File: src/rtl/ete_pkg.sv
package ete_pkg;
    localparam int SAMPLES  = 10;
    localparam int FINE_W   = 4;
    localparam int COARSE_W = 7;
    localparam int NW_W     = 4;
    localparam int WIN_W    = 2 * SAMPLES;
    localparam int POS_W    = $clog2(WIN_W);
    localparam int N_MAX    = SAMPLES - 1;
    localparam int HIT_W    = 1 + COARSE_W + FINE_W;

    typedef enum logic {
        EDGE_LEAD  = 1'b0,
        EDGE_TRAIL = 1'b1
    } edge_kind_e;

    typedef struct packed {
        edge_kind_e            kind;
        logic [COARSE_W-1:0]   coarse;
        logic [FINE_W-1:0]     fine;
    } hit_word_t;

    // Force the run length into the supported range 1..N_MAX
    function automatic logic [NW_W-1:0] clamp_width(input logic [NW_W-1:0] n);
        if (n == '0)
            return NW_W'(1);
        else if (n > NW_W'(N_MAX))
            return NW_W'(N_MAX);
        else
            return n;
    endfunction

    // Window position -> record; positions below SAMPLES belong to the previous word
    function automatic hit_word_t make_hit(input edge_kind_e k,
                                           input logic [POS_W-1:0] p,
                                           input logic [COARSE_W-1:0] t);
        hit_word_t h;
        h.kind = k;
        if (p >= POS_W'(SAMPLES)) begin
            h.fine   = FINE_W'(p - POS_W'(SAMPLES));
            h.coarse = t;
        end else begin
            h.fine   = FINE_W'(p);
            h.coarse = t - COARSE_W'(1);
        end
        return h;
    endfunction
endpackage

File: src/rtl/ete_edge_scan.sv
module ete_edge_scan
    import ete_pkg::*;
#(
    parameter logic OLD_LEVEL = 1'b0
) (
    input  logic [WIN_W-1:0] window,
    input  logic [NW_W-1:0]  width,
    output logic             found,
    output logic [POS_W-1:0] first_pos
);
    logic             match_c;
    logic [POS_W-1:0] idx_c;

    // Candidate j ends its pattern on current-word bit j; scanning downward
    // leaves the earliest match in first_pos.
    always_comb begin
        found     = 1'b0;
        first_pos = '0;
        match_c   = 1'b0;
        idx_c     = '0;
        for (int j = SAMPLES - 1; j >= 0; j--) begin
            match_c = 1'b1;
            for (int i = 0; i <= N_MAX; i++) begin
                if (i <= int'(width)) begin
                    idx_c = POS_W'(j + SAMPLES - int'(width) + i);
                    if (window[idx_c] != ((i == 0) ? OLD_LEVEL : ~OLD_LEVEL))
                        match_c = 1'b0;
                end
            end
            if (match_c) begin
                found     = 1'b1;
                first_pos = POS_W'(j + SAMPLES + 1 - int'(width));
            end
        end
    end
endmodule

File: src/rtl/ete_hit_fifo.sv
module ete_hit_fifo
    import ete_pkg::*;
#(
    parameter int DEPTH = 32
) (
    input  logic      clk,
    input  logic      rst,
    input  logic      wr_a,
    input  hit_word_t data_a,
    input  logic      wr_b,
    input  hit_word_t data_b,
    input  logic      pop,
    output logic      out_valid,
    output hit_word_t out_data,
    output logic      ovf
);
    localparam int AW = $clog2(DEPTH);
    localparam int CW = AW + 1;

    hit_word_t       mem [DEPTH];
    logic [AW-1:0]   rptr, wptr;
    logic [CW-1:0]   count, free_c, nreq_c, nacc_c;
    hit_word_t       first_c, second_c;
    logic            pop_c;

    always_comb begin
        free_c   = CW'(DEPTH) - count;
        nreq_c   = CW'(wr_a) + CW'(wr_b);
        nacc_c   = (nreq_c > free_c) ? free_c : nreq_c;
        first_c  = wr_a ? data_a : data_b;
        second_c = data_b;
        pop_c    = pop && (count != '0);
    end

    always_ff @(posedge clk) begin
        if (nacc_c >= CW'(1)) mem[wptr] <= first_c;
        if (nacc_c == CW'(2)) mem[AW'(wptr + AW'(1))] <= second_c;
    end

    always_ff @(posedge clk) begin
        if (rst) begin
            rptr  <= '0;
            wptr  <= '0;
            count <= '0;
            ovf   <= 1'b0;
        end else begin
            wptr  <= AW'(wptr + AW'(nacc_c));
            if (pop_c) rptr <= AW'(rptr + AW'(1));
            count <= count + nacc_c - CW'(pop_c);
            if (nreq_c > free_c) ovf <= 1'b1;
        end
    end

    assign out_valid = (count != '0);
    assign out_data  = mem[rptr];

    AST_COUNT_BOUND: assert property (@(posedge clk) disable iff (rst)
        count <= CW'(DEPTH));
    AST_OVF_STICKY: assert property (@(posedge clk) disable iff (rst)
        ovf |=> ovf);
    AST_FULL_DROP: assert property (@(posedge clk) disable iff (rst)
        (count == CW'(DEPTH) && (wr_a || wr_b)) |=> ovf);
endmodule

File: src/rtl/edge_time_extractor.sv
module edge_time_extractor
    import ete_pkg::*;
#(
    parameter int DEPTH = 32
) (
    input  logic                clk,
    input  logic                rst,
    input  logic                in_valid,
    input  logic [SAMPLES-1:0]  in_word,
    input  logic [NW_W-1:0]     min_width,
    input  logic                hit_pop,
    output logic                hit_valid,
    output logic [HIT_W-1:0]    hit_word,
    output logic                hit_trailing,
    output logic                overflow
);
    logic [SAMPLES-1:0]  prev_q;
    logic [COARSE_W-1:0] tick_q;
    logic [WIN_W-1:0]    window;
    logic [NW_W-1:0]     n_eff;
    logic [1:0]          found;
    logic [POS_W-1:0]    pos [2];
    hit_word_t           hit_lead, hit_trail, head;

    assign window = {in_word, prev_q};
    assign n_eff  = clamp_width(min_width);

    for (genvar g = 0; g < 2; g++) begin : g_scan
        ete_edge_scan #(.OLD_LEVEL((g == 0) ? 1'b0 : 1'b1)) u_scan (
            .window    (window),
            .width     (n_eff),
            .found     (found[g]),
            .first_pos (pos[g])
        );
    end

    assign hit_lead  = make_hit(EDGE_LEAD,  pos[0], tick_q);
    assign hit_trail = make_hit(EDGE_TRAIL, pos[1], tick_q);

    always_ff @(posedge clk) begin
        if (rst) begin
            prev_q <= '0;
            tick_q <= '0;
        end else if (in_valid) begin
            prev_q <= in_word;
            tick_q <= tick_q + COARSE_W'(1);
        end
    end

    ete_hit_fifo #(.DEPTH(DEPTH)) u_fifo (
        .clk       (clk),
        .rst       (rst),
        .wr_a      (in_valid && found[0]),
        .data_a    (hit_lead),
        .wr_b      (in_valid && found[1]),
        .data_b    (hit_trail),
        .pop       (hit_pop),
        .out_valid (hit_valid),
        .out_data  (head),
        .ovf       (overflow)
    );

    assign hit_word     = head;
    assign hit_trailing = head.kind == EDGE_TRAIL;

    AST_TICK_ADV: assert property (@(posedge clk) disable iff (rst)
        in_valid |=> tick_q == $past(tick_q) + COARSE_W'(1));
    AST_IDLE_HOLD: assert property (@(posedge clk) disable iff (rst)
        !in_valid |=> ($stable(tick_q) && $stable(prev_q)));
    AST_NO_HIT_IDLE: assert property (@(posedge clk) disable iff (rst)
        (!in_valid && !hit_valid) |=> !hit_valid);
    AST_LEAD_SHAPE: assert property (@(posedge clk) disable iff (rst)
        (in_valid && found[0]) |-> (!window[pos[0] - POS_W'(1)] && window[pos[0]]));
    AST_TRAIL_SHAPE: assert property (@(posedge clk) disable iff (rst)
        (in_valid && found[1]) |-> (window[pos[1] - POS_W'(1)] && !window[pos[1]]));
endmodule

File: config.mk
export PLATFORM = sky130hd
export DESIGN_NAME = edge_time_extractor
export DESIGN_NICKNAME = d
export VERILOG_FILES = /design/src/rtl/ete_pkg.sv /design/src/rtl/ete_edge_scan.sv /design/src/rtl/ete_hit_fifo.sv /design/src/rtl/edge_time_extractor.sv
export SDC_FILE = /design/constraint.sdc
export NUM_CORES = 1
export LEC_CHECK = 0
export ABC_AREA = 1
export ABC_CLOCK_PERIOD_IN_PS = 8910
export BUFFER_PORTS_ARGS = -buffer_cell sky130_fd_sc_hd__buf_2
export CELL_PAD_IN_SITES_DETAIL_PLACEMENT = 0
export CELL_PAD_IN_SITES_GLOBAL_PLACEMENT = 2
export CORE_MARGIN = 2
export CORE_UTILIZATION = 35
export CTS_BUF_LIST = sky130_fd_sc_hd__clkbuf_8
export DETAILED_ROUTE_END_ITERATION = 6
export PLACE_DENSITY_LB_ADDON = 0.1
export SYNTH_ARGS = -nofsm -noshare
export SYNTH_HDL_FRONTEND = slang
export SYNTH_SLANG_ARGS = --single-unit
File: constraint.sdc
create_clock -name clk -period 8.91 [get_ports clk]
set_input_delay 1.782 -clock clk [delete_from_list [all_inputs] [get_ports clk]]
set_output_delay 1.782 -clock clk [all_outputs]
set_load 0.02 [all_outputs]
==> run summary <==
Post-Place Worst Slack = 0.0331 ns
Grt met2 use = 0.577
Post-Layout Cell Count = 6,040
TritonCTS clock tree = built
Fin Clk Skew = 0.0395 ns
Max cap viols = 0
Overflow after GRT = 0
Combinational share of power = 0.522
Vias in the first global route = 32,930
Cells after Synth = 4,627
Core Area = 91,200 um^2
Core Util, Final = 0.409
Initial DRC Count = 3,377
Chip height = 307 um
Crit path kind = in -> reg
CTS clk-pin slew, worst paths = 0.06 ns
Final #Nets = 4,889
Crit-path most repeated cell = inv_1
Placed cell count = 5,894
Grt met3 use = 0.0410
Initial Util = 0.352
WHS Path Cells = 2
Min-delay src = u_fifo.mem[1][11]
Worst Reg-to-Reg Cells = 31
Seq/Total Area, Yosys = 0.373
Clk buf depth = 3
TritonCTS buffer count = 79
Ratio of cells with drive above 1 in the final layout = 0.134
Period utilization = 0.946
Yosys reg bits = 423
Min-Delay Path Class = reg -> reg
Syn avg cell area = 6.94 um^2
Worst R2R Start = prev_q[9]
# IOs = 33
Synth unique cells = 66
Sw Ratio = 0.510
Clk Latency, worst-skew pair = 0.69 ns
Slew @ Worst Pin = 0.983 ns
GRT Overall Usage = 0.339
Num Clock Sinks = 423
CTS root buf = clkbuf_8
Outcome = finished, final reports clean
Initial DRT Pass Iterations = 5
Clk network pwr share = 0.217
Initial antenna violation count = 4
CTS HTree Levels = 3
Post-Syn Area = 32,100 um^2
Unrepaired setup endpoints after global routing = false
Drt drc = 0
Maximum VDD drop = 0.000265 V
# port buffers = 32
LEAKAGE = 17.2 nW
Max-slew violations = 0
Final setup violation count = 0
Die area = 94,200 um^2
Cell row count = 111
Worst Hold Path EP = u_fifo.mem[1][11]
Gr busiest metal = met2
Post-CTS setup buffers = 0
PnR worst setup slack = 0.483 ns
# hold bufs at CTS = 0
Critical path data arrival time = 8.80 ns
Async S/R FF share, synth = 0
Minimum hold slack = 0.475 ns
Flop pwr share = 0.260
Final WL = 163,000 um
Met1 usage in global routing = 0.408
Crit-path max cell delay = 0.67 ns
Max FO, Critical Path = 12
Reg-to-Reg End = u_fifo.mem[19][2]
Gpl congestion = 0.982
Min Tclk post-route = 8.43 ns
Global-route wire length before repair = 232,000 um
Die W = 307 um
Drt wl/cell = 27.0 um
Drt via density = 5.71
Critical path required time = 9.28 ns
Net switching power = 0.00469 W
HPWL after DPL = 113,000 um
Worst Setup Start Kind = input port
Slowest stage cell, crit path = ha_1
Crit. End Element = register
Final hold viol count = 0
Slew HR = 0.342
Vias = 34,497
Reg2Reg Setup Slack = 2.56 ns
Synth-to-layout area growth = 16.3%
Synth Flop Type = edfxtp_1
DRT antenna net count = 0
Syn. warnings = 0
F_max = 119 MHz
Post-synth EDFFs = 352
Power Internal = 0.00452 W
Pwr dens = 247 nW/um^2
PostCTS Resize Cnt = 0
Pin count of the biggest net entering global routing = 100
-- critical path: cells and delay by family --
kind            cells  cell delay [ns]
buf+inv            14             2.09
compound gates      6             1.54
simple gates       13             2.07
fa+ha+maj           3             1.27
-- flip-flops by register name (all words and copies together) (netlist names), named ones only --
register,flops
u_fifo.rptr,5
prev_q,10
u_fifo.count,6
u_fifo.wptr,5
tick_q,7
u_fifo.ovf,1
u_fifo.mem,384
-- worst max path at each step --
stage	start	end	slack [ns]
global route	min_width[2]	u_fifo.mem[19][2]	0.04
finish	min_width[3]	u_fifo.mem[19][2]	0.48
detailed placement	min_width[0]	u_fifo.mem[19][2]	0.03
CTS	min_width[0]	u_fifo.mem[19][2]	0.71
floorplan	min_width[3]	u_fifo.mem[0][0]	0.02
global placement	min_width[0]	u_fifo.mem[19][3]	-0.001
-- cell families (layout without fill, tap and decap cells) --
kind of cell	Yosys count	after routing	share of synthesized area
and+or+nand+nor	2648	2648	0.356
AOI/OAI and AO/OA	723	723	0.134
buffers and inverters	695	918	0.0879
DFF	423	423	0.373
adders and majority gates	82	82	0.0324
xor gates and xnor gates	53	53	0.0149
other	2	6	0.000234
muxes	1	1	0.000351
-- area by class of cell --
cell class,instances,area (um^2)
fillers,9717,53900
multi-input cells,3512,17600
flip-flops and latches,423,12000
repair buffers,379,3170
inverters,394,1490
well taps,1186,1480
clock buffers,93,1280
clock inverters,52,355
diodes,1,2.50
-- cells in the mapped netlist (4+ instances only) --
cell type | count | area [um^2]
nand2_2 | 29 | 181
nand2_1 | 1233 | 4630
nor2_2 | 8 | 50.1
ha_1 | 80 | 1000
nand3_2 | 13 | 130
buf_6 | 6 | 67.6
edfxtp_1 | 352 | 10600
o21ai_0 | 317 | 1590
o22ai_1 | 92 | 576
buf_2 | 97 | 485
nand4_1 | 50 | 313
nor3_1 | 37 | 185
o31ai_1 | 7 | 52.6
nand3_1 | 785 | 3930
xor2_1 | 40 | 350
inv_1 | 352 | 1320
nand3b_1 | 13 | 97.6
inv_2 | 26 | 97.6
buf_1 | 17 | 63.8
xnor2_1 | 11 | 96.3
dfxtp_1 | 71 | 1420
a21oi_1 | 102 | 510
o211ai_1 | 12 | 90.1
clkbuf_1 | 168 | 631
o221ai_1 | 80 | 701
o2111ai_1 | 4 | 35.0
buf_4 | 13 | 97.6
a32oi_1 | 14 | 123
or2_1 | 6 | 37.5
clkinv_1 | 16 | 60.1
o21ai_2 | 4 | 35.0
nor2_1 | 454 | 1700
and2_1 | 4 | 25.0
a31oi_1 | 26 | 163
o21ai_1 | 40 | 200
-- power by group through the flow --
stage / sequential (W) / clock [W] / combinational [W]
floorplan: 0.00237 / 0 / 0.00256
global placement: 0.00244 / 0 / 0.00469
detailed placement: 0.00244 / 0 / 0.00467
CTS: 0.00240 / 0.00202 / 0.00468
global route: 0.00241 / 0.00210 / 0.00501
finish: 0.00240 / 0.00200 / 0.00481
-- routing by layer --
metal	routed length (um)	share of wire	vias up
met2	77900	0.48	1655
met4	10900	0.067	4
li1	-	-	16097
met3	10800	0.067	433
met1	63300	0.39	16308
met5	21	0.00013	-
-- through the flow --
stage	total power (W)	cell area [um^2]	setup TNS, ns
6_report	0.00921	37300	0
5_1_grt	0.00952	37300	0
4_1_cts	0.00910	37300	0
3_5_place_dp	0.00711	35700	0
3_3_place_gp	0.00713	35700	-0.00104
2_1_floorplan	0.00494	32300	0
-- layout by cell type, fill, tap and decap left out, types with 14 or more instances in the layout --
master,synthesis,routed
ha_1,80,79
buf_4,13,315
xor2_1,40,40
buf_12,0,32
dfxtp_1,71,68
nor3_1,37,29
o221ai_1,80,80
a31oi_1,26,26
nand2_2,29,46
a21oi_1,102,102
nor2_2,8,20
o22ai_1,92,92
nand2_1,1233,1216
o21ai_1,40,38
a32oi_1,14,14
nand4_1,50,50
clkbuf_8,0,93
o21ai_0,317,317
inv_1,352,381
buf_2,97,32
nor2_1,454,437
inv_2,26,28
edfxtp_1,352,352
nand3_1,785,778
clkinv_1,16,18
nand3_2,13,20
(Power assumes the default switching activity.)
